$ cat src/rtl/drq_pkg.sv
package drq_pkg;

    typedef enum logic [1:0] {
        SLOT_EMPTY = 2'd0,
        SLOT_PEND  = 2'd1,
        SLOT_DONE  = 2'd2
    } slot_st_e;

    localparam logic [3:0] CMD_IO_RD  = 4'b0010;
    localparam logic [3:0] CMD_MEM_RD = 4'b0110;
    localparam logic [3:0] CMD_CFG_RD = 4'b1010;
    localparam logic [3:0] CMD_MEM_RM = 4'b1100;
    localparam logic [3:0] CMD_MEM_RL = 4'b1110;

    // Folds the memory read variants onto one key; all others stay exact.
    function automatic logic [3:0] cmd_key(input logic [3:0] cmd);
        if (cmd == CMD_MEM_RL || cmd == CMD_MEM_RM)
            return CMD_MEM_RD;
        return cmd;
    endfunction

endpackage

$ cat src/rtl/drq_match.sv
module drq_match
    import drq_pkg::*;
#(
    parameter int DEPTH  = 4,
    parameter int ADDR_W = 32
) (
    input  logic [DEPTH-1:0]             slot_live,
    input  logic [DEPTH-1:0][ADDR_W-1:0] slot_addr,
    input  logic [DEPTH-1:0][3:0]        slot_cmd,
    input  logic [ADDR_W-1:0]            req_addr,
    input  logic [3:0]                   req_cmd,
    output logic [DEPTH-1:0]             hit_vec
);

    logic [3:0] req_key;
    assign req_key = cmd_key(req_cmd);

    for (genvar g = 0; g < DEPTH; g++) begin : g_cmp
        assign hit_vec[g] = slot_live[g]
                         && (slot_addr[g] == req_addr)
                         && (cmd_key(slot_cmd[g]) == req_key);
    end

endmodule

$ cat src/rtl/drq_timer.sv
module drq_timer #(
    parameter int TMO_CYC = 32768
) (
    input  logic clk,
    input  logic rst,
    input  logic head_done,
    input  logic pop,
    output logic expire
);

    localparam int CW = $clog2(TMO_CYC + 1);

    logic [CW-1:0] cnt_q;

    assign expire = head_done && (cnt_q == CW'(TMO_CYC - 1));

    always_ff @(posedge clk) begin
        if (rst || pop || !head_done)
            cnt_q <= '0;
        else
            cnt_q <= cnt_q + 1'b1;
    end


    tmr_bound_chk: assert property (@(posedge clk) disable iff (rst)
        cnt_q < CW'(TMO_CYC));


    tmr_restart_chk: assert property (@(posedge clk) disable iff (rst)
        pop |=> (cnt_q == '0));

endmodule

$ cat src/rtl/drq_store.sv
module drq_store
    import drq_pkg::*;
#(
    parameter int DEPTH  = 4,
    parameter int ADDR_W = 32
) (
    input  logic                         clk,
    input  logic                         rst,
    input  logic                         push,
    input  logic [ADDR_W-1:0]            push_addr,
    input  logic [3:0]                   push_cmd,
    input  logic                         pop,
    input  logic                         cpl,
    output logic [DEPTH-1:0]             slot_live,
    output logic [DEPTH-1:0][ADDR_W-1:0] slot_addr,
    output logic [DEPTH-1:0][3:0]        slot_cmd,
    output logic [$clog2(DEPTH)-1:0]     rd_ptr,
    output logic [$clog2(DEPTH+1)-1:0]   count,
    output logic [1:0]                   head_st,
    output logic [DEPTH-1:0][1:0]        pos_state
);

    localparam int PTR_W = $clog2(DEPTH);
    localparam int CNT_W = $clog2(DEPTH + 1);

    slot_st_e             st_q   [DEPTH];
    logic [PTR_W-1:0]     rd_q, wr_q;
    logic [CNT_W-1:0]     cnt_q;
    logic [DEPTH-1:0]     cpl_sel;
    logic                 found;

    function automatic logic [PTR_W-1:0] nxt(input logic [PTR_W-1:0] p);
        return (p == PTR_W'(DEPTH - 1)) ? '0 : p + 1'b1;
    endfunction

    for (genvar g = 0; g < DEPTH; g++) begin : g_live
        assign slot_live[g] = (st_q[g] != SLOT_EMPTY);
    end

    // Walk the ring from the head: pick the oldest pending slot and
    // lay out the states by queue position.
    always_comb begin
        cpl_sel   = '0;
        found     = 1'b0;
        pos_state = '0;
        for (int p = 0; p < DEPTH; p++) begin
            int s;
            s = int'(rd_q) + p;
            if (s >= DEPTH) s = s - DEPTH;
            pos_state[p] = st_q[PTR_W'(s)];
            if (!found && st_q[PTR_W'(s)] == SLOT_PEND) begin
                cpl_sel[PTR_W'(s)] = 1'b1;
                found              = 1'b1;
            end
        end
    end

    always_ff @(posedge clk) begin
        if (rst) begin
            rd_q  <= '0;
            wr_q  <= '0;
            cnt_q <= '0;
            for (int i = 0; i < DEPTH; i++) begin
                st_q[i]      <= SLOT_EMPTY;
                slot_addr[i] <= '0;
                slot_cmd[i]  <= '0;
            end
        end else begin
            for (int i = 0; i < DEPTH; i++)
                if (cpl && cpl_sel[i]) st_q[i] <= SLOT_DONE;
            if (pop) begin
                st_q[rd_q] <= SLOT_EMPTY;
                rd_q       <= nxt(rd_q);
            end
            if (push) begin
                st_q[wr_q]      <= SLOT_PEND;
                slot_addr[wr_q] <= push_addr;
                slot_cmd[wr_q]  <= push_cmd;
                wr_q            <= nxt(wr_q);
            end
            cnt_q <= cnt_q + CNT_W'(push) - CNT_W'(pop);
        end
    end

    assign rd_ptr  = rd_q;
    assign count   = cnt_q;
    assign head_st = st_q[rd_q];


    store_occ_chk: assert property (@(posedge clk) disable iff (rst)
        cnt_q <= CNT_W'(DEPTH));


    no_overflow_chk: assert property (@(posedge clk) disable iff (rst)
        push |-> (cnt_q < CNT_W'(DEPTH)));


    pop_done_chk: assert property (@(posedge clk) disable iff (rst)
        pop |-> (st_q[rd_q] == SLOT_DONE));

endmodule

$ cat src/rtl/dly_rd_queue.sv
module dly_rd_queue
    import drq_pkg::*;
#(
    parameter int DEPTH   = 4,
    parameter int ADDR_W  = 32,
    parameter int TMO_CYC = 32768
) (
    input  logic                 clk,
    input  logic                 rst,
    input  logic                 req_valid,
    input  logic [ADDR_W-1:0]    req_addr,
    input  logic [3:0]           req_cmd,
    input  logic                 order_ok,
    input  logic                 cpl_valid,
    input  logic                 disc_req,
    output logic                 rsp_hit,
    output logic                 rsp_dup,
    output logic                 rsp_post,
    output logic                 rsp_full,
    output logic                 head_valid,
    output logic [ADDR_W-1:0]    head_addr,
    output logic [3:0]           head_cmd,
    output logic [1:0]           head_state,
    output logic [2*DEPTH-1:0]   entry_state
);

    localparam int PTR_W = $clog2(DEPTH);
    localparam int CNT_W = $clog2(DEPTH + 1);

    logic [DEPTH-1:0]             slot_live, hit_vec;
    logic [DEPTH-1:0][ADDR_W-1:0] slot_addr;
    logic [DEPTH-1:0][3:0]        slot_cmd;
    logic [DEPTH-1:0][1:0]        pos_state;
    logic [PTR_W-1:0]             rd_ptr;
    logic [CNT_W-1:0]             count;
    logic [1:0]                   head_st;
    logic                         any_match, is_full, head_done;
    logic                         tmo_exp, pop;

    drq_match #(.DEPTH(DEPTH), .ADDR_W(ADDR_W)) u_match (
        .slot_live (slot_live),
        .slot_addr (slot_addr),
        .slot_cmd  (slot_cmd),
        .req_addr  (req_addr),
        .req_cmd   (req_cmd),
        .hit_vec   (hit_vec)
    );

    drq_store #(.DEPTH(DEPTH), .ADDR_W(ADDR_W)) u_store (
        .clk       (clk),
        .rst       (rst),
        .push      (rsp_post),
        .push_addr (req_addr),
        .push_cmd  (req_cmd),
        .pop       (pop),
        .cpl       (cpl_valid),
        .slot_live (slot_live),
        .slot_addr (slot_addr),
        .slot_cmd  (slot_cmd),
        .rd_ptr    (rd_ptr),
        .count     (count),
        .head_st   (head_st),
        .pos_state (pos_state)
    );

    drq_timer #(.TMO_CYC(TMO_CYC)) u_timer (
        .clk       (clk),
        .rst       (rst),
        .head_done (head_done),
        .pop       (pop),
        .expire    (tmo_exp)
    );

    assign any_match  = |hit_vec;
    assign is_full    = (count == CNT_W'(DEPTH));
    assign head_valid = (count != '0);
    assign head_done  = head_valid && (head_st == SLOT_DONE);

    assign rsp_hit  = req_valid && hit_vec[rd_ptr] && head_done && order_ok;
    assign rsp_dup  = req_valid && any_match && !rsp_hit;
    assign rsp_post = req_valid && !any_match && !is_full;
    assign rsp_full = req_valid && !any_match && is_full;

    assign pop = rsp_hit || (head_done && (tmo_exp || disc_req));

    assign head_addr   = slot_addr[rd_ptr];
    assign head_cmd    = slot_cmd[rd_ptr];
    assign head_state  = head_st;
    assign entry_state = pos_state;


    resp_onehot_chk: assert property (@(posedge clk) disable iff (rst)
        $onehot0({rsp_hit, rsp_dup, rsp_post, rsp_full}));


    single_match_chk: assert property (@(posedge clk) disable iff (rst)
        $onehot0(hit_vec));


    hit_retire_chk: assert property (@(posedge clk) disable iff (rst)
        rsp_hit |=> (count == $past(count) - 1'b1));


    post_grow_chk: assert property (@(posedge clk) disable iff (rst)
        (rsp_post && !pop) |=> (count == $past(count) + 1'b1));


    full_hold_chk: assert property (@(posedge clk) disable iff (rst)
        (rsp_full && !pop) |=> (count == CNT_W'(DEPTH)));

endmodule

$ cat config.mk
export PLATFORM = sky130hd
export DESIGN_NAME = dly_rd_queue
export DESIGN_NICKNAME = d
export VERILOG_FILES = /design/src/rtl/drq_pkg.sv /design/src/rtl/drq_match.sv /design/src/rtl/drq_timer.sv /design/src/rtl/drq_store.sv /design/src/rtl/dly_rd_queue.sv
export SDC_FILE = /design/constraint.sdc
export NUM_CORES = 1
export LEC_CHECK = 0
export ABC_CLOCK_PERIOD_IN_PS = 5400
export BUFFER_PORTS_ARGS = -buffer_cell sky130_fd_sc_hd__buf_2
export CAP_MARGIN = 5
export CELL_PAD_IN_SITES_DETAIL_PLACEMENT = 1
export CELL_PAD_IN_SITES_GLOBAL_PLACEMENT = 1
export CORE_ASPECT_RATIO = 1.4
export CORE_UTILIZATION = 50
export DETAILED_ROUTE_END_ITERATION = 12
export PLACE_DENSITY = 0.9
export SYNTH_ARGS = -nofsm -noshare
export SYNTH_HDL_FRONTEND = slang
export SYNTH_SLANG_ARGS = --single-unit
$ cat constraint.sdc
create_clock -name clk -period 5.4 [get_ports clk]
set_input_delay 0.27 -clock clk [delete_from_list [all_inputs] [get_ports clk]]
set_output_delay 0.27 -clock clk [all_outputs]
set_load 0.01 [all_outputs]
### After elaboration in Yosys (flattened, before gate mapping)

Memories as Yosys holds them, arrays and structs flattened. A register that Yosys moved wholly into a read port is not among the register bits.
Index checks and enable logic that the tools add are counted.
W data, S select, Z words.

| storage, ports and cells | value |
|---|---|
| logic and storage cells | 209 |
| bits of input ports | 42 |
| output and inout port bits | 51 |
| memory bits (writable) | 8 |
| register bits after elaboration | 167 |
| memories kept | 1 |

| operators by class | value |
|---|---|
| equal/unequal tests | 27 |
| bitwise operators | 7 |
| reductions and logical operators | 55 |
| add/subtract/negate cells | 12 |
| order comparisons | 15 |
| multiplexer cells | 80 |

Memories:

| memory | words | width | rd ports | clocked after memory_dff | wr ports | line | source |
|---|---|---|---|---|---|---|---|
| u_store.st_q | 4 | 2 | 9 | 1 | 4 | drq_store.sv:26 | `slot_st_e st_q [DEPTH];` |

Operators with widths:

| cell | number |
|---|---|
| $bwmux W128 | 1 |
| $eq A32 B32 Y1 | 4 |
| $bmux W32 S2 | 1 |
| $demux W32 S2 | 1 |
| $mux W32 | 2 |
| $mux W4 | 16 |
| $eq A4 B4 Y1 const B | 10 |
| $mux W1 | 35 |
| $mux W2 | 16 |
| $logic_and A1 B1 Y1 | 31 |
| $add A16 B1 Y16 const B | 1 |
| $bwmux W16 | 1 |
| $eq A16 B15 Y1 const B | 1 |
| $eq A4 B4 Y1 | 4 |
| $lt A2 B4 Y1 const B | 4 |
| $or A4 B4 Y4 | 3 |
| $ge A2 B1 Y1 const B | 5 |
| $ge A3 B3 Y1 const B | 3 |
| $logic_or A1 B1 Y1 | 9 |
| $bmux W4 S2 | 1 |
| $demux W1 S2 | 4 |
| $demux W4 S2 | 1 |
| $eq A2 B1 Y1 const B | 4 |
| $reduce_bool A2 Y1 | 4 |
| 16 further kinds | 34 |

### Depth between registers and ports, before layout

Gate-level depths: netlist of the first run.
An unclocked memory read counts as a cell.

| logic depth | value |
|---|---|
| word-level depth | 20 |
| mapped depth | 16 |
| mapped depth without buffers | 14 |

### Modules after synthesis

Synthesis of the first run repeated with hierarchy kept, for this count alone.

| second synthesis, totals | value |
|---|---|
| cells, all modules | 991 |
| area total of the unflattened synthesis | 9,460.3 µm² |

By module, submodules not included:

| module | area an instance (µm²) | cells each | instances |
|---|---|---|---|
| drq_store | 5,928.2 | 620 | 1 |
| drq_match | 1,799.2 | 227 | 1 |
| dly_rd_queue | 1,009.7 | 61 | 1 |
| drq_timer | 723.2 | 83 | 1 |

### Worst setup path after synthesis of the first run

Ideal clock, no wire load.

| path | value |
|---|---|
| path type | input -> register |
| start | input port req_cmd[2] |
| end | register u_store.cnt_q[2] (netlist: u_store.count[2]) |
| cell stages on the path | 15 |
| data required time | 5,272 ps |
| arrival | 3,267 ps |
| slack | 2,005 ps |
| cells stage by stage | buf_2 -> and3b_1 -> buf_2 -> or4_1 -> a2111oi_0 -> nand3_1 -> o2111ai_2 -> buf_6 -> buf_4 -> nor2_1 -> ha_1 -> fa_1 -> xnor2_1 -> xnor2_1 -> nor2_1 |

| between the ends | value |
|---|---|
| elaborated cells between the ends (all ways) | 25 |
| those cells by class | add/sub: 2; eq/ne: 6; mux: 4; reduce/logical: 13 |

RTL lines:

| item | line | source |
|---|---|---|
| start: declaration | dly_rd_queue.sv:12 | `input logic [3:0] req_cmd,` |
| $eq A4 B4 Y1 | drq_pkg.sv:17 | `if (cmd == CMD_MEM_RL \|\| cmd == CMD_MEM_RM)` |
| $logic_or A1 B1 Y1 | drq_pkg.sv:17 |  |
| $mux W1 | drq_pkg.sv:17 |  |
| $mux W4 (*) | drq_pkg.sv:19 | `return cmd;` |
| $eq A4 B4 Y1 | drq_match.sv:21 | `&& (cmd_key(slot_cmd[g]) == req_key);` |
| $logic_and A1 B1 Y1 | drq_match.sv:21 |  |
| $reduce_or A4 Y1 (*) | dly_rd_queue.sv:74 | `assign any_match = \|hit_vec;` |
| $logic_not A1 Y1 (*) | dly_rd_queue.sv:81 | `assign rsp_post = req_valid && !any_match && !is_full;` |
| $logic_and A1 B1 Y1 (*) (2 in a row) | dly_rd_queue.sv:81 |  |
| named net rsp_post | dly_rd_queue.sv:18 | `output logic rsp_post,` |
| $add A3 B1 Y3 (*) | drq_store.sv:81 | `cnt_q <= cnt_q + CNT_W'(push) - CNT_W'(pop);` |
| $sub A3 B1 Y3 (*) | drq_store.sv:81 |  |
| end signal: assignment | drq_store.sv:81 |  |
| end: declaration | drq_store.sv:28 | `logic [CNT_W-1:0] cnt_q;` |

Mark *: on every way through the listed nets, which the timed path passes. The rest lies on a longest branch. The select of a mux whose other input is x is not followed.
A chain may end at the register's enable or synchronous reset.

==> impl_results.md, run 1 <==
* Mean Syn Cell Area at 8.84 sq um
* Top-count cell post-synth: nand4_1
* Starting DRT DRC Count at 1,511
* Cell area after synthesis at 11,200 sq um
* CTS buffer count at 17
* Post-Synthesis Cells at 1,269
* Worst-case clock buffer depth at 2
* CTS Sinks at 177
* DR vias at 11,500
* Pre-Repair DR Iteration Count at 5
* Critical-path top delay cell: dfxtp_2
* Most used cell, CP: nor2b_1
* CP Buf/Inv Count at 1
* Post-synth EDFFs at 0
* Die H at 179 microns
* Vias in the first global route at 11,500
* Worst hold slack at 0.159 ns
* Placed cells at 1,508
* Number of gates resized after CTS at 0
* Share of layout cells above drive strength 1 at 0.155
* Setup tns final at 0 ns
* FFs w/ async S/R, synth at 0
* CTS tree: yes
* Global-route usage over all layers at 0.404
* CP delay by family, top: simple AND/OR/NAND/NOR gates
* Die area at 23,100 sq um
* Pre-CTS setup slack at 1.35 ns
* Hpwl dp at 29.1 mm
* Diode count at 0
* Post-synthesis sequential area ratio at 0.316
* Final period util at 0.752
* Min cycle time layout at 4.06 ns
* Fin cells at 1,539
* Synth area leaders: dfxtp_1 (32%), xnor2_1 (11%), nand4_1 (11%), o31ai_1 (9.7%), mux4_2 (8.8%)
* Post-CTS Setup Bufs at 0
* Via/cell ratio at 7.49
* Layout overhead on the synthesized area at 7.70%
* Clock Skews at 0.0150 ns
* Setup crit start kind: flip-flop
* H-Tree Depth at 4
* Synth top area share at 0.316
* WP data required at 5.70 ns
* Clk pin slew, worst setup/hold paths at 0.07 ns
* Max-cap violations at 0
* Endpoints failing setup at 0
* Final hold violations at 0
* Wire per inst at 29.7 microns
* Post-route antenna net violation count at 0
* Total grt overflow at 0
* Top cells by count, synth: nand4_1 (195), dfxtp_1 (177), a21oi_1 (147)
* Critical Path AT at 4.36 ns
* Rows at 64
* Drt drc at 0
* Synth unique cells at 61
* Placer congestion estimate at 0.974
* Max-slew violation count at 0
* CP endpoint kind: flip-flop
* Nets@finish at 1,288
* Initial antenna violation count at 0
* Commonest register cell after synthesis: dfxtp_1
* Max FO, Critical Path at 23
* Syn Nets at 1,327
* Post-synth top area cell: dfxtp_1
* Warnings, synthesis at 0
* Worst min path class: primary input to flip-flop
* CP cell instances: inv_1 > ha_1 > mux4_2 > nor2b_1 > nor4_2 > and3_1 > o31ai_1 > nor2b_1 > a2111oi_2
* Fmax at 246 MHz
* Worst Setup Slack, final at 1.34 ns
* Clock Latency Late Sink at 0.46 ns
* Unrepaired setup endpoints after global routing: no
* Die W at 129 microns
* VDD IR max at 251 uV
* Core footprint at 21,900 sq um
* CTS root buffer: clkbuf_16
* Top Ports at 93
* CP peak stage delay at 0.79 ns
* Power, Total at 4040 uW
* Routed WL at 45.7 mm
* Hold Buf Count CTS at 0
* Leak at 0.00366 uW
* Worst Max-Slew Pin Slew at 1.33 ns
* Register bit total from synthesis at 177
* Starting Density at 0.511
* I/O Buffers at 92
* Largest net degree at the start of global routing at 93
* Outcome: complete, no violations
* Worst Setup Path Type: flip-flop to flip-flop
* First-pass GRT wire length at 69.5 mm
* Relative slew slack at 0.113
* Cell Pwr Density at 334 nW/um^2
-- stage by stage --
stage | util | cell area (sq um)
floorplan | - | 11200
global placement | 0.524 | 11500
detailed placement | 0.524 | 11500
CTS | 0.551 | 12100
global route | 0.551 | 12100
finish | 0.551 | 12100
-- cell families (layout without fill, tap and decap cells) --
| family | Yosys count | in the layout | share of synthesized area |
|---|---|---|---|
| flip-flops | 177 | 177 | 0.316 |
| AND/OR/NAND/NOR | 331 | 331 | 0.174 |
| buffers and inverters | 188 | 161 | 0.0720 |
| adder cells (fa/ha/maj) | 16 | 16 | 0.0185 |
| multiplexers | 46 | 46 | 0.0902 |
| XOR/XNOR | 152 | 152 | 0.119 |
| AO/OA/AOI/OAI | 359 | 359 | 0.211 |
-- power breakdown --
part,total [uW],switching (uW),leakage (uW),internal [uW]
sequential,1530,131,0.00144,1400
clock,1290,585,0.000276,708
combinational,1210,839,0.00195,369
total,4040,1550,0.00366,2480
-- placed cells by master (no fill, tap or decap), types with 7 or more instances in the layout --
cell	instances
nand4_1	195
dfxtp_1	175
a21oi_1	146
o31ai_1	145
xnor2_1	144
buf_2	91
mux4_2	44
nor2_1	32
nand3_1	32
inv_1	19
buf_4	19
clkbuf_16	17
nand2_1	15
nand2b_1	15
ha_1	15
a2111oi_0	11
xor2_1	8
nor2b_1	7
-- area by class of cell --
type | count | area (sq um)
Fill cell | 2572 | 9850
Multi-Input combinational cell | 904 | 6910
Sequential cell | 177 | 3550
Timing Repair Buffer | 110 | 598
Clock buffer | 20 | 457
Tap cell | 297 | 372
Clock inverter | 11 | 130
Inverter | 20 | 75.1
-- per-layer routing --
metal / vias up / GRT usage / wire length (microns)
met4: 0 / 0.314 / 3850
met5: - / 0 / 0
met2: 741 / 0.645 / 21200
met1: 5759 / 0.464 / 16500
li1: 4795 / - / -
met3: 229 / 0.0964 / 4050
-- worst min-delay path: stages --
cell     delay, ns
buf_2         0.17
nand4_1       0.09
a21oi_1       0.05
-- sequential cells by signal, indices dropped and copies added (netlist names), named ones only --
| name | count |
|---|---|
| u_store.wr_q | 2 |
| u_store.slot_addr | 128 |
| u_store.count | 3 |
| u_store.rd_ptr | 2 |
| u_store.st_q | 8 |
| u_store.slot_cmd | 16 |
| u_timer.cnt_q | 16 |
-- final timing paths --
kind,to,slack [ns],start,cells past startpoint
worst max-delay path,u_store.st_q[3][1]$_SDFFE_PP0P_,1.34,u_store.rd_ptr[0]$_SDFFE_PP0N_,9
worst min-delay path,u_store.slot_addr[111]$_SDFFE_PP0P_,0.16,req_addr[15],3
worst max register to register,u_store.st_q[3][1]$_SDFFE_PP0P_,1.34,u_store.rd_ptr[0]$_SDFFE_PP0N_,9
worst min register to register,u_timer.cnt_q[0]$_SDFF_PP0_,0.47,u_timer.cnt_q[0]$_SDFF_PP0_,1
Power figures use the tool's default switching activity.
==> run 2, diff against run 1 <==
--- a/config.mk
+++ b/config.mk
@@ -5,15 +5,15 @@
 export SDC_FILE = /design/constraint.sdc
 export NUM_CORES = 1
 export LEC_CHECK = 0
-export ABC_CLOCK_PERIOD_IN_PS = 5400
+export ABC_CLOCK_PERIOD_IN_PS = 3360
 export BUFFER_PORTS_ARGS = -buffer_cell sky130_fd_sc_hd__buf_2
 export CAP_MARGIN = 5
 export CELL_PAD_IN_SITES_DETAIL_PLACEMENT = 1
 export CELL_PAD_IN_SITES_GLOBAL_PLACEMENT = 1
 export CORE_ASPECT_RATIO = 1.4
-export CORE_UTILIZATION = 50
+export CORE_UTILIZATION = 42
 export DETAILED_ROUTE_END_ITERATION = 12
-export PLACE_DENSITY = 0.9
+export PLACE_DENSITY = 0.81
 export SYNTH_ARGS = -nofsm -noshare
 export SYNTH_HDL_FRONTEND = slang
 export SYNTH_SLANG_ARGS = --single-unit
==> constraint.sdc (replaced) <==
create_clock -name clk -period 3.36 [get_ports clk]
set_input_delay 0.168 -clock clk [delete_from_list [all_inputs] [get_ports clk]]
set_output_delay 0.168 -clock clk [all_outputs]
set_load 0.01 [all_outputs]
==> impl_results.md, run 2 (synthesis results as in run 1) <==
* Placer congestion estimate at 0.979 (+0.54%)
* Worst-case clock buffer depth at 2 (unchanged)
* Hold path depth at 3 (unchanged)
* CP endpoint kind: flip-flop
* Nets@finish at 1,348 (+4.7%)
* Vias in the first global route at 11,400 (-0.53%)
* Max-cap violations at 0 (unchanged)
* Share of layout cells above drive strength 1 at 0.216 (+0.0604)
* CTS Sinks at 177 (unchanged)
* First-pass GRT wire length at 70.3 mm (+1.2%)
* Setup tns final at 0 ns (unchanged)
* Routed WL at 46.2 mm (+1.2%)
* Pre-Repair DR Iteration Count at 5 (unchanged)
* Die area at 27,400 sq um (+19%)
* H-Tree Depth at 4 (unchanged)
* Cell Pwr Density at 517 nW/um^2 (+55%)
* Worst hold endpoint: u_store.slot_addr[80]$_SDFFE_PP0P_
* Largest net degree at the start of global routing at 152 (+63%)
* Final hold violations at 0 (unchanged)
* Critical Path AT at 3.63 ns (-0.73 ns)
* Placed cells at 1,592 (+5.6%)
* Final period util at 0.991 (+0.238)
* Worst min path class: primary input to flip-flop
* Setup crit start kind: flip-flop
* Via/cell ratio at 7.04 (-6.0%)
* Worst Max-Slew Pin Slew at 0.992 ns (-0.335 ns)
* Global-route usage over all layers at 0.338 (-0.0658)
* Clock Latency Late Sink at 0.45 ns (about the same)
* DR vias at 11,400 (-0.67%)
* I/O Buffers at 92 (unchanged)
* Rows at 70 (+9.4%)
* Leak at 0.00406 uW (+11%)
* Reg-to-reg setup timing slack at 0.03 ns (-1.31 ns)
* Endpoints failing setup at 0 (unchanged)
* Regs by FF count: u_store.slot_addr: 128 flops, u_store.slot_cmd: 16 flops, u_timer.cnt_q: 16 flops
* Clock Skews at 0.0162 ns (+0.00115 ns)
* Clk pin slew, worst setup/hold paths at 0.08 ns (about the same)
* Hpwl dp at 30.1 mm (+3.6%)
* Worst R2R End: u_store.count[2]$_SDFF_PP0_
* WP data required at 3.66 ns (-2.04 ns)
* Drt drc at 0 (unchanged)
* R2R depth at 14 (+5)
* Fin cells at 1,626 (+5.7%)
* Worst Setup Path Type: flip-flop to flip-flop
* Relative slew slack at 0.339 (+0.225)
* Max-slew violation count at 0 (unchanged)
* Die H at 195 microns (+9.0%)
* Leading cell type in the layout, fill and taps excluded: nand4_1
* CTS buffer count at 17 (unchanged)
* Starting DRT DRC Count at 1,164 (-23%)
* RR Startpoint: u_store.slot_cmd[10]$_SDFFE_PP0P_
* Min cycle time layout at 3.33 ns (-0.734 ns)
* Starting Density at 0.429 (-0.0829)
* Post-route antenna net violation count at 0 (unchanged)
* Top reg by flops: u_store.slot_addr
* CTS tree: yes
* Die W at 140 microns (+9.0%)
* Outcome: complete, no violations
* Diode count at 0 (unchanged)
* Max reg flops at 128 (unchanged)
* Max FO, Critical Path at 5 (-78%)
* Core footprint at 26,200 sq um (+19%)
* Total grt overflow at 0 (unchanged)
* Top Ports at 93 (unchanged)
* Fmax at 300 MHz (+22%)
* Layout overhead on the synthesized area at 14.3%
* Initial antenna violation count at 0 (unchanged)
* Hold wc startpoint: req_addr[16]
* Most frequent cells in the layout: nand4_1 (195), dfxtp_1 (170), a21oi_1 (146)
* VDD IR max at 348 uV (+38%)
* Wire per inst at 28.4 microns (-4.2%)
* Fillers at 3,022 (+17%)
* CTS root buffer: clkbuf_16
run 2: cell count changes in the layout (fill, tap and decap cells not counted), moves of 4 or more:
cell and delta:
dfxtp_1 -5, buf_4 +53, xnor2_1 -10, a211oi_1 -4, a2111oi_0 -6, buf_12 +4, dfxtp_2 +5, a211oi_2 +4
ha_1 -4, ha_2 +4, xnor2_2 +10
run 2: worst max path at each step:
stage                                  startpoint                          end  slack, ns  cells past startpoint
2_1_floorplan                          req_cmd[2]  u_store.count[2]$_SDFF_PP0_       0.07                     15
3_3_place_gp                           req_cmd[0]  u_store.count[2]$_SDFF_PP0_       0.08                     15
3_5_place_dp                           req_cmd[0]  u_store.count[2]$_SDFF_PP0_      -0.04                     15
4_1_cts        u_store.slot_addr[99]$_SDFFE_PP0P_  u_store.count[2]$_SDFF_PP0_       0.03                     14
5_1_grt         u_store.slot_cmd[10]$_SDFFE_PP0P_  u_store.count[2]$_SDFF_PP0_      -0.05                     14
6_report        u_store.slot_cmd[10]$_SDFFE_PP0P_  u_store.count[2]$_SDFF_PP0_       0.03                     14
run 2: area by class of cell:
class,instances,area [sq um],share of cell area
Multi-Input combinational cell,904,7050,0.550
Sequential cell,177,3550,0.277
Timing Repair Buffer,170,1150,0.0897
Clock buffer,21,460,0.0359
Tap cell,324,405,0.0316
Clock inverter,10,134,0.0104
Inverter,20,75.1,0.00585
run 2: routing by layer:
| layer | wire length [microns] | share of wire | track usage |
|---|---|---|---|
| met5 | 0 | 0 | 0 |
| met4 | 3280 | 0.071 | 0.218 |
| met3 | 3040 | 0.066 | 0.0562 |
| met2 | 22600 | 0.49 | 0.562 |
| met1 | 17300 | 0.37 | 0.403 |
run 2: repair_timing:
action | CTS | global route
gates cloned | 1 | 0
hold buffers | 0 | 0
endpoints found under the setup margin | 2 | 3
pin swaps | 0 | 3
gates resized for setup | 5 | 29
setup buffers | 0 | 2
run 2: power breakdown:
| group | switching [uW] | leakage (uW) | internal, uW |
|---|---|---|---|
| logic | 1380 | 0.00233 | 694 |
| registers | 193 | 0.00144 | 2260 |
| clock network | 903 | 0.000289 | 1200 |
run 2: worst max-delay path, stage by stage (launching register included):
cell       delay [ns]
dfxtp_1          0.46
nand2b_1         0.12
a22o_1           0.25
a2111oi_1        0.55
buf_4            0.20
nand4_1          0.09
a41o_1           0.22
nand2_1          0.10
ha_1             0.14
inv_1            0.05
ha_1             0.20
fa_1             0.41
xnor2_2          0.16
xnor2_1          0.17
nor2_1           0.06
run 2: through the flow:
step                      setup slack (ns)  power [uW]  area, sq um  hold WS [ns]  utilization
after floorplan                     0.0672        3660        11200         0.380            -
after global placement              0.0844        4440        12000         0.447        0.460
after detailed placement           -0.0365        4470        12000         0.472        0.460
after CTS                           0.0256        6570        12700        0.0522        0.484
after global routing               -0.0458        6830        12800        0.0760        0.490
final                               0.0313        6630        12800        0.0701        0.490
